[src/rtl/tdma_pkg.sv]
// Package: shared types and control-word field positions for the DMA channel.
// Assumes a 32-bit control word; count field occupies the low CNT_W bits.
package tdma_pkg;

    localparam int CTL_W     = 32;
    localparam int B_ENABLE  = 31;
    localparam int B_START_H = 29;
    localparam int B_START_L = 28;
    localparam int B_WORD    = 26;
    localparam int B_RPT     = 25;
    localparam int B_SSTEP_H = 24;
    localparam int B_SSTEP_L = 23;
    localparam int B_DSTEP_H = 22;
    localparam int B_DSTEP_L = 21;

    typedef enum logic [1:0] {
        STEP_INC = 2'b00,
        STEP_DEC = 2'b01,
        STEP_FIX = 2'b10,
        STEP_RSV = 2'b11
    } step_e;

    typedef enum logic [1:0] {
        GO_NOW  = 2'b00,
        GO_VBL  = 2'b01,
        GO_HBL  = 2'b10,
        GO_FIFO = 2'b11
    } start_e;

    typedef enum logic [1:0] {
        S_IDLE,
        S_ARMED,
        S_RD,
        S_WR
    } chan_state_e;

endpackage

[src/rtl/tdma_regs.sv]
// Module: register file of the channel (source, destination, control).
// Assumes writes are single-cycle strobes; a CPU write to control always
// wins over the engine's end-of-block enable clear in the same cycle.
module tdma_regs
    import tdma_pkg::*;
#(
    parameter int ADDR_W = 32,
    parameter int CNT_W  = 16
) (
    input  logic                clk,
    input  logic                rst_n,
    input  logic                cpu_wr,
    input  logic [1:0]          cpu_addr,
    input  logic [CTL_W-1:0]    cpu_wdata,
    output logic [CTL_W-1:0]    cpu_rdata,
    input  logic                blk_done,
    output logic [ADDR_W-1:0]   src_q,
    output logic [ADDR_W-1:0]   dst_q,
    output logic                ctl_en,
    output start_e              ctl_start,
    output logic                ctl_word,
    output logic                ctl_rpt,
    output step_e               ctl_sstep,
    output step_e               ctl_dstep,
    output logic [CNT_W-1:0]    ctl_count,
    output logic                wr_start,
    output logic                wr_stop,
    output logic                wr_now,
    output logic                wr_word,
    output logic [CNT_W-1:0]    wr_count
);

    logic [CTL_W-1:0] ctl_raw;
    logic             ctl_hit;

    // Decode a write aimed at the control register.
    always_comb begin
        ctl_hit  = cpu_wr && (cpu_addr == 2'd2);
        wr_start = ctl_hit && cpu_wdata[B_ENABLE];
        wr_stop  = ctl_hit && !cpu_wdata[B_ENABLE];
        wr_now   = (cpu_wdata[B_START_H:B_START_L] == GO_NOW);
        wr_word  = cpu_wdata[B_WORD];
        wr_count = cpu_wdata[CNT_W-1:0];
    end

    // Hold the address registers written by software.
    always_ff @(posedge clk) begin
        if (!rst_n) begin
            src_q <= '0;
            dst_q <= '0;
        end else if (cpu_wr) begin
            if (cpu_addr == 2'd0) src_q <= cpu_wdata[ADDR_W-1:0];
            if (cpu_addr == 2'd1) dst_q <= cpu_wdata[ADDR_W-1:0];
        end
    end

    // Hold the control word; the enable bit self-clears at end of a one-shot block.
    always_ff @(posedge clk) begin
        if (!rst_n) begin
            ctl_raw <= '0;
        end else if (ctl_hit) begin
            ctl_raw <= cpu_wdata;
        end else if (blk_done) begin
            ctl_raw[B_ENABLE] <= 1'b0;
        end
    end

    // Split the stored control word into fields.
    always_comb begin
        ctl_en    = ctl_raw[B_ENABLE];
        ctl_start = start_e'(ctl_raw[B_START_H:B_START_L]);
        ctl_word  = ctl_raw[B_WORD];
        ctl_rpt   = ctl_raw[B_RPT];
        ctl_sstep = step_e'(ctl_raw[B_SSTEP_H:B_SSTEP_L]);
        ctl_dstep = step_e'(ctl_raw[B_DSTEP_H:B_DSTEP_L]);
        ctl_count = ctl_raw[CNT_W-1:0];
    end

    // Register read multiplexer.
    always_comb begin
        case (cpu_addr)
            2'd0:    cpu_rdata = CTL_W'(src_q);
            2'd1:    cpu_rdata = CTL_W'(dst_q);
            2'd2:    cpu_rdata = ctl_raw;
            default: cpu_rdata = '0;
        endcase
    end

    // a finished one-shot block leaves the enable bit clear.
    a_r8_enable_self_clear: assert property (@(posedge clk) disable iff (!rst_n)
        (blk_done && !cpu_wr) |=> !ctl_raw[B_ENABLE]);

endmodule

[src/rtl/tdma_stepper.sv]
// Module: working address of one side (source or destination).
// Loads an aligned copy of the register value and moves it by the unit
// size after each unit according to the step mode. Assumes load and adv
// are never asserted together with differing intent (load wins).
module tdma_stepper
    import tdma_pkg::*;
#(
    parameter int ADDR_W = 32
) (
    input  logic              clk,
    input  logic              rst_n,
    input  logic              load,
    input  logic [ADDR_W-1:0] load_val,
    input  logic              load_word,
    input  logic              adv,
    input  step_e             mode,
    input  logic              unit_word,
    output logic [ADDR_W-1:0] addr_q
);

    localparam logic [ADDR_W-1:0] MASK_W = ~ADDR_W'(3);
    localparam logic [ADDR_W-1:0] MASK_H = ~ADDR_W'(1);

    logic [ADDR_W-1:0] step_amt;

    // Unit size in bytes.
    always_comb step_amt = unit_word ? ADDR_W'(4) : ADDR_W'(2);

    // Load an aligned address or step it after a unit.
    always_ff @(posedge clk) begin
        if (!rst_n) begin
            addr_q <= '0;
        end else if (load) begin
            addr_q <= load_val & (load_word ? MASK_W : MASK_H);
        end else if (adv) begin
            case (mode)
                STEP_INC: addr_q <= addr_q + step_amt;
                STEP_DEC: addr_q <= addr_q - step_amt;
                default:  addr_q <= addr_q;
            endcase
        end
    end

    // a fixed-mode address does not move across a unit.
    a_r4_r5_fixed_hold: assert property (@(posedge clk) disable iff (!rst_n)
        (adv && !load && mode[1]) |=> $stable(addr_q));

endmodule

[src/rtl/tdma_engine.sv]
// Module: channel sequencer. Waits for its start condition, then issues one
// read and one write per unit until the count runs out, holding the
// processor off meanwhile. Assumes zero-wait memory (read data valid in
// the read cycle). A count of zero means 2**CNT_W units.
module tdma_engine
    import tdma_pkg::*;
#(
    parameter int ADDR_W = 32,
    parameter int DATA_W = 32,
    parameter int CNT_W  = 16
) (
    input  logic              clk,
    input  logic              rst_n,
    input  logic              wr_start,
    input  logic              wr_stop,
    input  logic              wr_now,
    input  logic [CNT_W-1:0]  wr_count,
    input  logic              ctl_en,
    input  start_e            ctl_start,
    input  logic              ctl_rpt,
    input  logic              ctl_word,
    input  logic [CNT_W-1:0]  ctl_count,
    input  logic              trig_vbl,
    input  logic              trig_hbl,
    input  logic              trig_fifo,
    input  logic [ADDR_W-1:0] src_addr,
    input  logic [ADDR_W-1:0] dst_addr,
    input  logic [DATA_W-1:0] mem_rdata,
    output logic              mem_req,
    output logic              mem_we,
    output logic [ADDR_W-1:0] mem_addr,
    output logic              mem_word,
    output logic [DATA_W-1:0] mem_wdata,
    output logic              cpu_stall,
    output logic              blk_done,
    output logic              src_adv,
    output logic              dst_adv
);

    localparam int CW = CNT_W + 1;

    chan_state_e       state_q;
    logic [CW-1:0]     cnt_q;
    logic [DATA_W-1:0] data_q;
    logic              trig_hit;
    logic              last_unit;
    logic              rearm;

    // Expand a count field, zero meaning the full range.
    function automatic logic [CW-1:0] full_cnt(input logic [CNT_W-1:0] c);
        return (c == '0) ? (CW'(1) << CNT_W) : CW'(c);
    endfunction

    // Match the selected start condition against the trigger pulses.
    always_comb begin
        case (ctl_start)
            GO_VBL:  trig_hit = trig_vbl;
            GO_HBL:  trig_hit = trig_hbl;
            GO_FIFO: trig_hit = trig_fifo;
            default: trig_hit = 1'b0;
        endcase
        trig_hit = trig_hit && ctl_en;
    end

    // End-of-block conditions.
    always_comb begin
        last_unit = (state_q == S_WR) && (cnt_q == CW'(1));
        rearm     = ctl_rpt && (ctl_start != GO_NOW);
        blk_done  = last_unit && !rearm && !wr_start && !wr_stop;
        src_adv   = (state_q == S_RD);
        dst_adv   = (state_q == S_WR);
    end

    // Sequence the channel through armed, read and write states.
    always_ff @(posedge clk) begin
        if (!rst_n) begin
            state_q <= S_IDLE;
            cnt_q   <= '0;
        end else if (wr_stop) begin
            state_q <= S_IDLE;
        end else if (wr_start) begin
            state_q <= wr_now ? S_RD : S_ARMED;
            cnt_q   <= full_cnt(wr_count);
        end else begin
            case (state_q)
                S_ARMED: if (trig_hit) begin
                    state_q <= S_RD;
                    cnt_q   <= full_cnt(ctl_count);
                end
                S_RD: state_q <= S_WR;
                S_WR: begin
                    cnt_q <= cnt_q - CW'(1);
                    if (cnt_q == CW'(1)) state_q <= rearm ? S_ARMED : S_IDLE;
                    else                 state_q <= S_RD;
                end
                default: state_q <= S_IDLE;
            endcase
        end
    end

    // Capture the unit read from the source.
    always_ff @(posedge clk) begin
        if (!rst_n)                data_q <= '0;
        else if (state_q == S_RD)  data_q <= mem_rdata;
    end

    // Drive the bus and the processor hold-off.
    always_comb begin
        mem_req   = (state_q == S_RD) || (state_q == S_WR);
        mem_we    = (state_q == S_WR);
        mem_addr  = mem_we ? dst_addr : src_addr;
        mem_word  = ctl_word;
        mem_wdata = data_q;
        cpu_stall = mem_req;
    end

    // every read cycle is followed by its write cycle.
    a_r2_read_then_write: assert property (@(posedge clk) disable iff (!rst_n)
        (mem_req && !mem_we && !wr_start && !wr_stop) |=> (mem_req && mem_we));

    // a disabling control write leaves the bus quiet next cycle.
    a_r10_cancel_quiet: assert property (@(posedge clk) disable iff (!rst_n)
        wr_stop |=> !mem_req);

    // an armed channel without a matching trigger stays off the bus.
    a_r7_armed_waits: assert property (@(posedge clk) disable iff (!rst_n)
        (state_q == S_ARMED && !trig_hit && !wr_start) |=> !mem_req);

    // a running block never sees an exhausted count.
    a_r11_count_live: assert property (@(posedge clk) disable iff (!rst_n)
        mem_req |-> (cnt_q != '0));

endmodule

[src/rtl/trig_dma_channel.sv]
// Module: top of the triggered DMA channel. Ties the register file, the
// sequencer and the two address steppers together. Assumes zero-wait
// memory and that no other master contends for the bus.
module trig_dma_channel
    import tdma_pkg::*;
#(
    parameter int ADDR_W = 32,
    parameter int DATA_W = 32,
    parameter int CNT_W  = 16
) (
    input  logic              clk,
    input  logic              rst_n,
    input  logic              cpu_wr,
    input  logic [1:0]        cpu_addr,
    input  logic [31:0]       cpu_wdata,
    output logic [31:0]       cpu_rdata,
    output logic              cpu_stall,
    input  logic              vblank_pulse,
    input  logic              hblank_pulse,
    input  logic              fifo_req_pulse,
    output logic              mem_req,
    output logic              mem_we,
    output logic [ADDR_W-1:0] mem_addr,
    output logic              mem_word,
    output logic [DATA_W-1:0] mem_wdata,
    input  logic [DATA_W-1:0] mem_rdata
);

    localparam int SIDES = 2;

    logic [ADDR_W-1:0] src_q, dst_q;
    logic              ctl_en, ctl_word, ctl_rpt;
    start_e            ctl_start;
    step_e             ctl_sstep, ctl_dstep;
    logic [CNT_W-1:0]  ctl_count, wr_count;
    logic              wr_start, wr_stop, wr_now, wr_word;
    logic              blk_done, src_adv, dst_adv;

    logic  [SIDES-1:0][ADDR_W-1:0] side_reg;
    logic  [SIDES-1:0][ADDR_W-1:0] side_addr;
    logic  [SIDES-1:0]             side_adv;
    step_e [SIDES-1:0]             side_mode;

    tdma_regs #(.ADDR_W(ADDR_W), .CNT_W(CNT_W)) u_regs (
        .clk(clk), .rst_n(rst_n),
        .cpu_wr(cpu_wr), .cpu_addr(cpu_addr), .cpu_wdata(cpu_wdata),
        .cpu_rdata(cpu_rdata), .blk_done(blk_done),
        .src_q(src_q), .dst_q(dst_q),
        .ctl_en(ctl_en), .ctl_start(ctl_start), .ctl_word(ctl_word),
        .ctl_rpt(ctl_rpt), .ctl_sstep(ctl_sstep), .ctl_dstep(ctl_dstep),
        .ctl_count(ctl_count),
        .wr_start(wr_start), .wr_stop(wr_stop), .wr_now(wr_now),
        .wr_word(wr_word), .wr_count(wr_count)
    );

    // Gather per-side inputs: index 0 is the source, 1 the destination.
    always_comb begin
        side_reg[0]  = src_q;
        side_reg[1]  = dst_q;
        side_adv[0]  = src_adv;
        side_adv[1]  = dst_adv;
        side_mode[0] = ctl_sstep;
        side_mode[1] = ctl_dstep;
    end

    for (genvar g = 0; g < SIDES; g++) begin : g_side
        tdma_stepper #(.ADDR_W(ADDR_W)) u_step (
            .clk(clk), .rst_n(rst_n),
            .load(wr_start), .load_val(side_reg[g]), .load_word(wr_word),
            .adv(side_adv[g]), .mode(side_mode[g]), .unit_word(ctl_word),
            .addr_q(side_addr[g])
        );
    end

    tdma_engine #(.ADDR_W(ADDR_W), .DATA_W(DATA_W), .CNT_W(CNT_W)) u_eng (
        .clk(clk), .rst_n(rst_n),
        .wr_start(wr_start), .wr_stop(wr_stop), .wr_now(wr_now),
        .wr_count(wr_count),
        .ctl_en(ctl_en), .ctl_start(ctl_start), .ctl_rpt(ctl_rpt),
        .ctl_word(ctl_word), .ctl_count(ctl_count),
        .trig_vbl(vblank_pulse), .trig_hbl(hblank_pulse), .trig_fifo(fifo_req_pulse),
        .src_addr(side_addr[0]), .dst_addr(side_addr[1]),
        .mem_rdata(mem_rdata),
        .mem_req(mem_req), .mem_we(mem_we), .mem_addr(mem_addr),
        .mem_word(mem_word), .mem_wdata(mem_wdata),
        .cpu_stall(cpu_stall), .blk_done(blk_done),
        .src_adv(src_adv), .dst_adv(dst_adv)
    );

    // word accesses on the bus are 4-byte aligned.
    a_r6_word_aligned: assert property (@(posedge clk) disable iff (!rst_n)
        (mem_req && mem_word) |-> (mem_addr[1:0] == 2'b00));

    // halfword accesses on the bus are 2-byte aligned.
    a_r6_half_aligned: assert property (@(posedge clk) disable iff (!rst_n)
        (mem_req && !mem_word) |-> (mem_addr[0] == 1'b0));

endmodule

[config.mk]
export PLATFORM = sky130hd
export DESIGN_NAME = trig_dma_channel
export DESIGN_NICKNAME = d
export VERILOG_FILES = /design/src/rtl/tdma_pkg.sv /design/src/rtl/tdma_regs.sv /design/src/rtl/tdma_stepper.sv /design/src/rtl/tdma_engine.sv /design/src/rtl/trig_dma_channel.sv
export SDC_FILE = /design/constraint.sdc
export NUM_CORES = 1
export LEC_CHECK = 0
export BUFFER_PORTS_ARGS = -buffer_cell sky130_fd_sc_hd__buf_2
export CAP_MARGIN = 20
export CELL_PAD_IN_SITES_DETAIL_PLACEMENT = 1
export CELL_PAD_IN_SITES_GLOBAL_PLACEMENT = 1
export CORE_MARGIN = 10
export CORE_UTILIZATION = 40
export DETAILED_ROUTE_END_ITERATION = 7
export GPL_TIMING_DRIVEN = 0
export PLACE_DENSITY = 0.82
export SYNTH_ARGS = -nofsm -noshare
export SYNTH_HDL_FRONTEND = slang
export SYNTH_SLANG_ARGS = --single-unit
[constraint.sdc]
create_clock -name clk -period 8.4 [get_ports clk]
set_clock_uncertainty 0.1 [all_clocks]
set_input_delay 0.84 -clock clk [delete_from_list [all_inputs] [get_ports clk]]
set_output_delay 0.84 -clock clk [all_outputs]
set_load 0.01 [all_outputs]
==> impl_metrics.csv, run 1 <==
group,metric,value,unit
outcome,status,"completed",
sta,rsz0062_at_grt,"false",
sta,hold_violations,0,
global_routing,grt_max_degree,13,
setup_path,worstSetupPathType,"reg -> reg",
global_routing,grt_pass1_vias,14670,
synth,synth_seq_cells,209,
clock_network,cts_resized,0,
floorplan,die_y,196,um
layout,utilization,0.476,
layout,nFillCells,3993,
drt,vias,14643,
power_and_ir_drop,peakVddDrop,0.127,mV
sta,finalCriticalPeriod,5.74,ns
layout,drive_gt1_frac,0.124,
setup_path,cp.arrival,6.13,ns
setup_path,cp.required,8.79,ns
power_and_ir_drop,p_leak,5.49,nW
setup_path,reg2reg_slack,2.66,ns
power_and_ir_drop,total_power,2.48,mW
clock_network,clockRootBuffer,"clkbuf_16",
drt,vias_per_cell,6.15,
drt,first_iter_violations,1634,
drt,ant_nets,0,
floorplan,rows,64,
synth,synth_cell_types,82,
floorplan,core,30600,um^2
synth,synthCells,1768,
synth,ys_seq_area_frac,0.338,
sta,setup_viol,0,
synth,synth_top_flop_cell,"dfxtp_1",
clock_network,clk_pin_slew,0.07,ns
sta,slew_headroom,0.321,
clock_network,cts_buffers,25,
setup_path,crit_path_max_fanout,10,
drt,m1WireLength,25900,um
sta,period_share,0.684,
global_routing,antenna_found_initial,5,
power_and_ir_drop,power_density,171,nW/um^2
setup_path,r2r_end,"g_side[1].u_step.addr_q[20]",
clock_network,cts.sinks,209,
drt,first_pass_iters,5,
setup_path,r2r_cells,14,
global_routing,track_usage,0.305,
synth,synth_edf_count,0,
setup_path,reg2reg_from,"u_regs.ctl_raw[22]",
power_and_ir_drop,p_switching,722,uW
clock_network,postCtsHoldBufs,0,
layout,fin_nets,2044,
global_routing,grt-ovfl-total,0,
min_path,hold_class,"reg -> reg",
synth,syn_avg_cell_area,7.00,um^2
synth,yosysWarnings,0,
setup_path,end_kind,"flip-flop",
min_path,min_from,"u_eng.mem_wdata[11]",
floorplan,start_util,0.404,
sta,drv_slew,0,
drt,drc,0,
drt,wl_per_cell,25.8,um
layout,area_growth,17.8,%
power_and_ir_drop,seq_power_share,0.422,
power_and_ir_drop,p_int,1.76,mW
sta,tightest_slew,1.02,ns
placed_design,place.port_buffers,168,
min_path,hold_depth,2,
drt,met3_wirelength,4330,um
drt,met2WireLength,29100,um
clock_network,cts_setup_buffers,0,
drt,top_layer,"met5",
floorplan,die_w,196,um
clock_network,worstSkewPairLatency,0.56,ns
floorplan,ioPinCount,172,
floorplan,fp.dieArea,38400,um^2
flow_run,drv_cap,0,
clock_network,cts_tree,"done",
setup_path,start_kind,"flip-flop",
min_path,hold_path_end,"u_eng.mem_wdata[11]",
clock_network,cts_max_path_buffers,3,
synth,synth_async_sr_flop_share,0,
power_and_ir_drop,switching_share,0.291,
synth,syn_nets,1848,
placed_design,dp_hpwl,46800,um
power_and_ir_drop,pwr-share-clk,0.450,
clock_network,cts_max_level,1,
placed_design,place.gp.congestion,0.982,
power_and_ir_drop,p_comb_frac,0.129,
sta,fmax,0.174,GHz
drt,wl,61500,um
global_routing,grt_pass1_wl,92200,um
synth,synthesis.area,12400,um^2
sta,fin_tns_setup,0,ns
## sequential cells by signal (all words and copies together), names as in the netlist
name	count
g_side.u_step.addr_q	62
u_eng.cnt_q	17
u_eng.mem_wdata	32
u_eng.state_q	2
u_regs.ctl_raw	32
u_regs.dst_q	32
u_regs.src_q	32
## worst max path at each step
stage / cells after the start / from / end / slack (ns)
floorplan: 13 / u_regs.ctl_raw[24] / g_side[0].u_step.addr_q[31] / 4.46
CTS: 13 / u_regs.ctl_raw[22] / g_side[1].u_step.addr_q[28] / 2.82
global placement: 13 / u_regs.ctl_raw[24] / g_side[0].u_step.addr_q[31] / 2.05
detailed placement: 13 / u_regs.ctl_raw[22] / g_side[1].u_step.addr_q[28] / 2.86
global route: 13 / u_regs.ctl_raw[22] / g_side[1].u_step.addr_q[28] / 2.42
finish: 14 / u_regs.ctl_raw[22] / g_side[1].u_step.addr_q[20] / 2.66
## kinds of logic (layout without fill, tap and decap cells)
kind of cell / after synthesis / after routing / synth area share
AND/OR/NAND/NOR: 839 / 839 / 0.306
AO/OA/AOI/OAI: 434 / 434 / 0.212
flip-flops: 209 / 209 / 0.338
buffers and inverters: 168 / 383 / 0.0527
XOR/XNOR: 56 / 56 / 0.0397
multiplexers: 53 / 53 / 0.0430
adder cells (fa/ha/maj): 8 / 8 / 0.00809
other: 1 / 2 / 0.000303
## cell usage in the layout, fill, tap and decap left out, types with 28 or more instances in the layout
| cell type | n |
|---|---|
| nand4_1 | 30 |
| o21ai_0 | 105 |
| clkbuf_1 | 138 |
| buf_2 | 173 |
| mux2i_1 | 52 |
| nand2_1 | 458 |
| xnor2_1 | 37 |
| a21oi_1 | 188 |
| nor4_1 | 28 |
| nor2_1 | 110 |
| nand3_1 | 54 |
| dfxtp_1 | 209 |
| nor3_1 | 43 |
## cell usage after synthesis, types with 6 or more instances
library cell / n / share of area
a221oi_1: 6 / 0.0042
inv_1: 12 / 0.0036
and2_1: 10 / 0.0051
nand2_1: 458 / 0.14
nand3_1: 54 / 0.022
o31ai_1: 6 / 0.0036
or2_2: 6 / 0.0030
nor2_1: 110 / 0.033
ha_1: 8 / 0.0081
xor2_1: 19 / 0.013
nor3_1: 43 / 0.017
or3_1: 24 / 0.012
a22oi_1: 13 / 0.0079
a31oi_1: 10 / 0.0051
or4_1: 15 / 0.0091
a21oi_1: 188 / 0.076
nand2b_1: 11 / 0.0056
nor2b_1: 8 / 0.0040
mux2i_1: 52 / 0.042
clkbuf_1: 136 / 0.041
nor4_1: 29 / 0.015
o21ai_0: 105 / 0.042
a211oi_1: 25 / 0.015
o22ai_1: 8 / 0.0040
o211ai_1: 6 / 0.0036
and3_1: 14 / 0.0071
buf_1: 11 / 0.0033
xnor2_1: 37 / 0.026
nand3b_1: 7 / 0.0042
a311oi_1: 6 / 0.0042
nand4_1: 30 / 0.015
dfxtp_1: 209 / 0.34
## power groups by stage
stage,Sequential (mW),Combinational [mW],Clock (mW)
floorplan,1.06,0.179,0
global placement,1.07,0.302,0
detailed placement,1.07,0.309,0
CTS,1.05,0.311,1.12
global route,1.05,0.340,1.16
finish,1.05,0.320,1.12
## through the flow
step / std cells / hold slack, ns / setup WS [ns] / instance area [um^2]
final: 2380 / 0.351 / 2.66 / 14600
after global routing: 2380 / 0.372 / 2.42 / 14600
after CTS: 2379 / 0.354 / 2.82 / 14600
after detailed placement: 2333 / 0.347 / 2.86 / 13700
after global placement: 2332 / 0.339 / 2.05 / 13700
after floorplan: 1768 / 0.336 / 4.46 / 12400
## metal layers
layer,track usage,up-vias
met5,0,-
met2,0.508,644
met4,0.104,6
met1,0.394,7243
li1,-,6596
met3,0.0447,154
## cell type report
| class | instances | area (um^2) | share of cell area |
|---|---|---|---|
| Antenna cell | 1 | 2.50 | 0.000172 |
| Buffer | 155 | 603 | 0.0414 |
| Clock buffer | 35 | 743 | 0.0510 |
| Clock inverter | 11 | 91.3 | 0.00627 |
| Inverter | 13 | 48.8 | 0.00335 |
| Multi-Input combinational cell | 1391 | 7550 | 0.518 |
| Sequential cell | 209 | 4180 | 0.287 |
| Tap cell | 396 | 495 | 0.0340 |
| Timing Repair Buffer | 169 | 851 | 0.0584 |
## worst max-delay path: stages, from the launching register on
cell and delay [ns]:
dfxtp_1 0.51, nand2b_1 0.20, clkbuf_1 0.47, clkbuf_1 0.50, clkbuf_1 0.53, buf_1 0.53
nor2_1 0.09, ha_1 0.35, nor2b_1 0.37, o211a_1 0.30, o21ai_0 0.23, a22oi_1 0.69
nor2_1 0.11, or4_1 0.49, a31oi_1 0.17
(Power assumes the default switching activity.)
==> inputs of run 2 (changes only) <==
Clock period 8.4 ns to 5.7 ns, I/O delays scaled along.
==> run 2 against run 1 <==
  * Routed wire length barely moved
  * Setup slack got worse by 2.4 ns
  * Flip-flop and latch count unchanged
  * Total power is 47% higher
  * Critical path depth is 1 lower
  * Sequential share of layout area decreased by 0.064 points
  * Global-route usage barely moved
  * Fmax up 5.0%
  * Final area rose by 0.22%
  * Via count rose by 0.16%
  * First-iteration DRC count grew 1.0%
  * Sequential power increased by 47%
==> impl_metrics.csv, run 2 (synthesis results as in run 1) <==
group,metric,value,unit
power_and_ir_drop,p_comb_frac,0.129,
sta,rsz0062_at_grt,"false",
placed_design,place.gp.congestion,0.982,
layout,final_cell_mix,"458 x nand2_1, 209 x dfxtp_1, 188 x a21oi_1",
clock_network,cts_setup_buffers,0,
drt,ant_nets,0,
sta,finalCriticalPeriod,5.47,ns
setup_path,worstSetupPathType,"reg -> reg",
layout,final_common_cell,"nand2_1",
floorplan,ioPinCount,172,
min_path,min_from,"mem_rdata[19]",
floorplan,rows,64,
min_path,hold_path_end,"u_eng.mem_wdata[19]",
layout,fin_nets,2044,
power_and_ir_drop,seq_power_share,0.422,
clock_network,cts_max_path_buffers,3,
floorplan,die_y,196,um
setup_path,cp.required,6.06,ns
setup_path,critPathSlowestCell,"or4_1",
power_and_ir_drop,p_leak,5.49,nW
sta,drv_slew,0,
power_and_ir_drop,p_switching,1.06,mW
setup_path,r2r_cells,13,
clock_network,postCtsHoldBufs,0,
sta,fmax,0.183,GHz
sta,slew_headroom,0.309,
min_path,hold_depth,3,
global_routing,grt_pass1_wl,92200,um
global_routing,antenna_found_initial,5,
placed_design,place.port_buffers,168,
setup_path,reg2reg_slack,0.23,ns
placed_design,place_ws,0.158,ns
floorplan,fp.dieArea,38400,um^2
power_and_ir_drop,switching_share,0.290,
drt,wl_per_cell,25.8,um
sta,setup_viol,0,
power_and_ir_drop,p_int,2.60,mW
sta,hold_violations,0,
global_routing,grt_pass1_vias,14673,
outcome,status,"completed",
sta,fin_ws,0.231,ns
min_path,hold_class,"in -> reg",
floorplan,core,30600,um^2
setup_path,crit_path_max_fanout,10,
drt,drc,0,
layout,largest_reg_flops,62,
setup_path,end_kind,"flip-flop",
global_routing,grt_max_degree,13,
power_and_ir_drop,peakVddDrop,0.185,mV
layout,post-route-cell-area,14600,um^2
setup_path,r2r_end,"g_side[1].u_step.addr_q[28]",
clock_network,cts_tree,"done",
clock_network,worstSkewPairLatency,0.55,ns
drt,first_iter_violations,1651,
setup_path,cp_common_cell,"clkbuf_1",
global_routing,grt-ovfl-total,0,
clock_network,cts_max_level,1,
clock_network,clockRootBuffer,"clkbuf_16",
setup_path,cpPeakStageDelay,0.59,ns
drt,vias_per_cell,6.16,
global_routing,track_usage,0.305,
floorplan,start_util,0.404,
power_and_ir_drop,pwr-share-clk,0.449,
setup_path,cp.arrival,5.83,ns
drt,wl,61500,um
clock_network,cts_resized,0,
sta,period_share,0.959,
clock_network,cts_buffers,25,
clock_network,clk_pin_slew,0.07,ns
placed_design,dp_hpwl,46800,um
setup_path,reg2reg_from,"u_regs.ctl_raw[22]",
layout,drive_gt1_frac,0.126,
floorplan,die_w,196,um
power_and_ir_drop,power_density,251,nW/um^2
drt,vias,14666,
placed_design,place_area,13700,um^2
clock_network,cts.sinks,209,
sta,tightest_slew,1.04,ns
layout,area_growth,18.0,%
setup_path,path_cells,"nand2b_1 > clkbuf_1 > clkbuf_1 > clkbuf_1 > clkbuf_2 > nor2_1 > ha_1 > nor2b_1 > o211a_1 > o21ai_0 > a22oi_2 > or4_1 > a311oi_1",
layout,regMostFlops,"g_side.u_step.addr_q",
flow_run,drv_cap,0,
drt,first_pass_iters,5,
setup_path,start_kind,"flip-flop",
run 2: worst max-delay path by stage:
stage	endpoint	slack [ns]	cells after the start	startpoint
floorplan	g_side[0].u_step.addr_q[31]	1.76	13	u_regs.ctl_raw[24]
global placement	g_side[0].u_step.addr_q[31]	-0.65	13	u_regs.ctl_raw[24]
detailed placement	g_side[1].u_step.addr_q[28]	0.16	13	u_regs.ctl_raw[22]
CTS	g_side[1].u_step.addr_q[28]	0.12	13	u_regs.ctl_raw[22]
global route	g_side[1].u_step.addr_q[25]	0.005	14	u_regs.ctl_raw[22]
finish	g_side[1].u_step.addr_q[28]	0.23	13	u_regs.ctl_raw[22]
run 2: through the flow:
step / hold slack [ns] / power (mW) / TNS (ns) / util / std cells
floorplan: 0.336 / 1.82 / 0 / - / 1768
global placement: 0.339 / 2.02 / -2.77 / 0.448 / 2332
detailed placement: 0.347 / 2.03 / 0 / 0.449 / 2333
CTS: 0.174 / 3.65 / 0 / 0.476 / 2379
global route: 0.181 / 3.77 / 0 / 0.477 / 2380
finish: 0.181 / 3.66 / 0 / 0.477 / 2381
run 2: worst max-delay path: cells and delay by family (launching register included):
| family | cells | cell delay (ns) |
|---|---|---|
| compound gates | 4 | 1.40 |
| buf+inv | 4 | 1.90 |
| flops | 1 | 0.53 |
| simple gates | 4 | 1.09 |
| fa+ha+maj | 1 | 0.33 |
run 2: metal layers:
layer | up-vias | track usage | wire [um] | share of wire
met5 | - | 0 | 29 | 0.00047
met4 | 6 | 0.103 | 2310 | 0.038
met3 | 158 | 0.0447 | 4460 | 0.072
met2 | 644 | 0.508 | 28900 | 0.47
met1 | 7252 | 0.394 | 25800 | 0.42
li1 | 6606 | - | - | -
run 2: power by group through the flow:
stage	sequential, mW	clock, mW	combinational [mW]
5_1_grt	1.55	1.72	0.503
4_1_cts	1.54	1.65	0.459
6_report	1.54	1.64	0.471
3_5_place_dp	1.57	0	0.455
2_1_floorplan	1.56	0	0.263
3_3_place_gp	1.57	0	0.445
run 2: layout make-up:
cell class,count,area (um^2)
fillers,3990,16000
multi-input cells,1391,7570
flip-flops and latches,209,4180
repair buffers,169,851
clock buffers,35,743
plain buffers,155,604
well taps,396,495
clock inverters,11,91.3
inverters,13,48.8
diodes,2,5.00
==> inputs of run 3 (changes only) <==
Settings changed: RECOVER_POWER set to 100.
Clock period 5.7 ns to 6.98 ns, I/O delays scaled along.
==> run 3 against run 2 <==
  * Combinational power shrank 19%
  * Worst hold slack gained 0.13 ns
  * Cell count barely moved
  * Largest power group unchanged
  * Utilization is 0.50 points lower
  * Clock power is 18% lower
  * First-iteration DRC count decreased by 3.1%
  * Register-to-register slack better by 1.0 ns
  * Fmax decreased by 4.3%
  * Critical path depth up 1
  * Non-clock buffer count stayed put
  * Die area is the same
==> impl_metrics.csv, run 3 (synthesis results as in run 1) <==
group,metric,value,unit
drt,wl_per_cell,25.9,um
sta,fmax,0.175,GHz
sta,tightest_slew,1.25,ns
flow_run,drv_cap,0,
placed_design,place_ws,1.44,ns
power_and_ir_drop,peakVddDrop,0.152,mV
drt,wl,61500,um
global_routing,grt_pass1_vias,14673,
setup_path,worstSetupPathType,"reg -> reg",
layout,fin_nets,2044,
layout,multi_input_area,7540,um^2
sta,period_share,0.819,
sta,slew_headroom,0.155,
drt,drc,0,
clock_network,cts_max_level,1,
floorplan,ioPinCount,172,
clock_network,cts_max_path_buffers,3,
floorplan,start_util,0.404,
clock_network,worstSkewPairLatency,0.55,ns
placed_design,place.port_buffers,168,
global_routing,antenna_found_initial,4,
clock_network,clockRootBuffer,"clkbuf_16",
setup_path,crit_path_max_fanout,10,
setup_path,critical_path_buf_inv_count,4,
outcome,status,"completed",
sta,finalCriticalPeriod,5.71,ns
layout,nFillCells,4041,
setup_path,cp_common_cell,"clkbuf_1",
clock_network,cts_tree,"done",
power_and_ir_drop,power_density,207,nW/um^2
min_path,hold_class,"in -> reg",
drt,vias_per_cell,6.16,
placed_design,dpl.cell_count,2333,
placed_design,dp_hpwl,46800,um
layout,area_growth,16.8,%
sta,fin_ws,1.27,ns
setup_path,critPathTopFamily,"buffers and inverters",
floorplan,core,30600,um^2
setup_path,start_kind,"flip-flop",
setup_path,path_cells,"nand2b_1 > clkbuf_1 > clkbuf_1 > clkbuf_1 > clkbuf_1 > nor2_1 > ha_1 > nor2b_1 > o211a_1 > o21ai_0 > a22oi_1 > nor2_1 > or4_1 > a31oi_1",
global_routing,grt-ovfl-total,0,
layout,utilization,0.472,
sta,setup_viol,0,
layout,final_cell_mix,"458 x nand2_1, 242 x clkbuf_1, 209 x dfxtp_1",
clock_network,cts_setup_buffers,0,
drt,first_iter_violations,1599,
clock_network,postCtsHoldBufs,0,
floorplan,die_y,196,um
setup_path,critPathSlowestCell,"a22oi_1",
layout,post-route-cell-area,14400,um^2
layout,regMostFlops,"g_side.u_step.addr_q",
drt,vias,14669,
clock_network,clk_pin_slew,0.07,ns
layout,drive_gt1_frac,0.0746,
setup_path,cpPeakStageDelay,0.67,ns
sta,fin_tns_setup,0,ns
clock_network,cts_buffers,25,
setup_path,end_kind,"flip-flop",
sta,rsz0062_at_grt,"false",
global_routing,track_usage,0.305,
drt,first_pass_iters,5,
clock_network,cts.sinks,209,
global_routing,grt_max_degree,13,
setup_path,cp.required,7.36,ns
global_routing,grt_pass1_wl,92200,um
layout,largest_reg_flops,62,
setup_path,cp.arrival,6.10,ns
layout,final_common_cell,"nand2_1",
floorplan,die_w,196,um
layout,final_cells,2380,
placed_design,place.gp.congestion,0.982,
floorplan,fp.dieArea,38400,um^2
clock_network,cts_resized,0,
drt,ant_nets,0,
layout,regArea,4180,um^2
sta,hold_violations,0,
placed_design,place_area,13700,um^2
sta,drv_slew,0,
power_and_ir_drop,p_leak,5.08,nW
floorplan,rows,64,
-- run 3: cell count changes in the layout (fill, tap and decap cells not counted), sizes merged --
cell,before,now
buf,186,82
diode,2,1
clkbuf,172,276
-- run 3: area by class of cell --
cell class | instances | share of cell area
plain buffers | 155 | 0.0418
clock buffers | 35 | 0.0515
clock inverters | 11 | 0.00632
flip-flops and latches | 209 | 0.290
multi-input cells | 1391 | 0.522
well taps | 396 | 0.0343
inverters | 13 | 0.00338
diodes | 1 | 0.000173
repair buffers | 169 | 0.0508
-- run 3: final timing paths --
check	depth (start not counted)	to	slack [ns]	startpoint
max	14	g_side[1].u_step.addr_q[20]	1.27	u_regs.ctl_raw[22]
min	3	u_regs.dst_q[24]	0.31	cpu_wdata[24]
max reg2reg	14	g_side[1].u_step.addr_q[20]	1.27	u_regs.ctl_raw[22]
min reg2reg	2	u_eng.mem_wdata[11]	0.35	u_eng.mem_wdata[11]
-- run 3: per-layer routing --
layer	track usage	share of wire	routed length, um
met1	0.394	0.42	25900
met2	0.508	0.47	29100
met3	0.0447	0.072	4430
met4	0.103	0.035	2160
met5	0	0.00029	18
-- run 3: through the flow --
stage               power (mW)  hold slack, ns
floorplan                 1.49           0.336
global placement          1.65           0.339
detailed placement        1.66           0.347
CTS                       2.98           0.302
global route              3.07           0.309
finish                    2.98           0.309
-- run 3: worst min-delay path, stage by stage --
cell and delay [ns]:
buf_2 0.11, nand2_1 0.05, a21oi_1 0.05
-- run 3: power breakdown --
part           leakage [nW]  switching, mW  total [mW]  internal (mW)
logic                  2.98          0.267       0.381          0.114
clock network         0.411          0.563        1.34          0.779
registers              1.69         0.0359        1.26           1.22
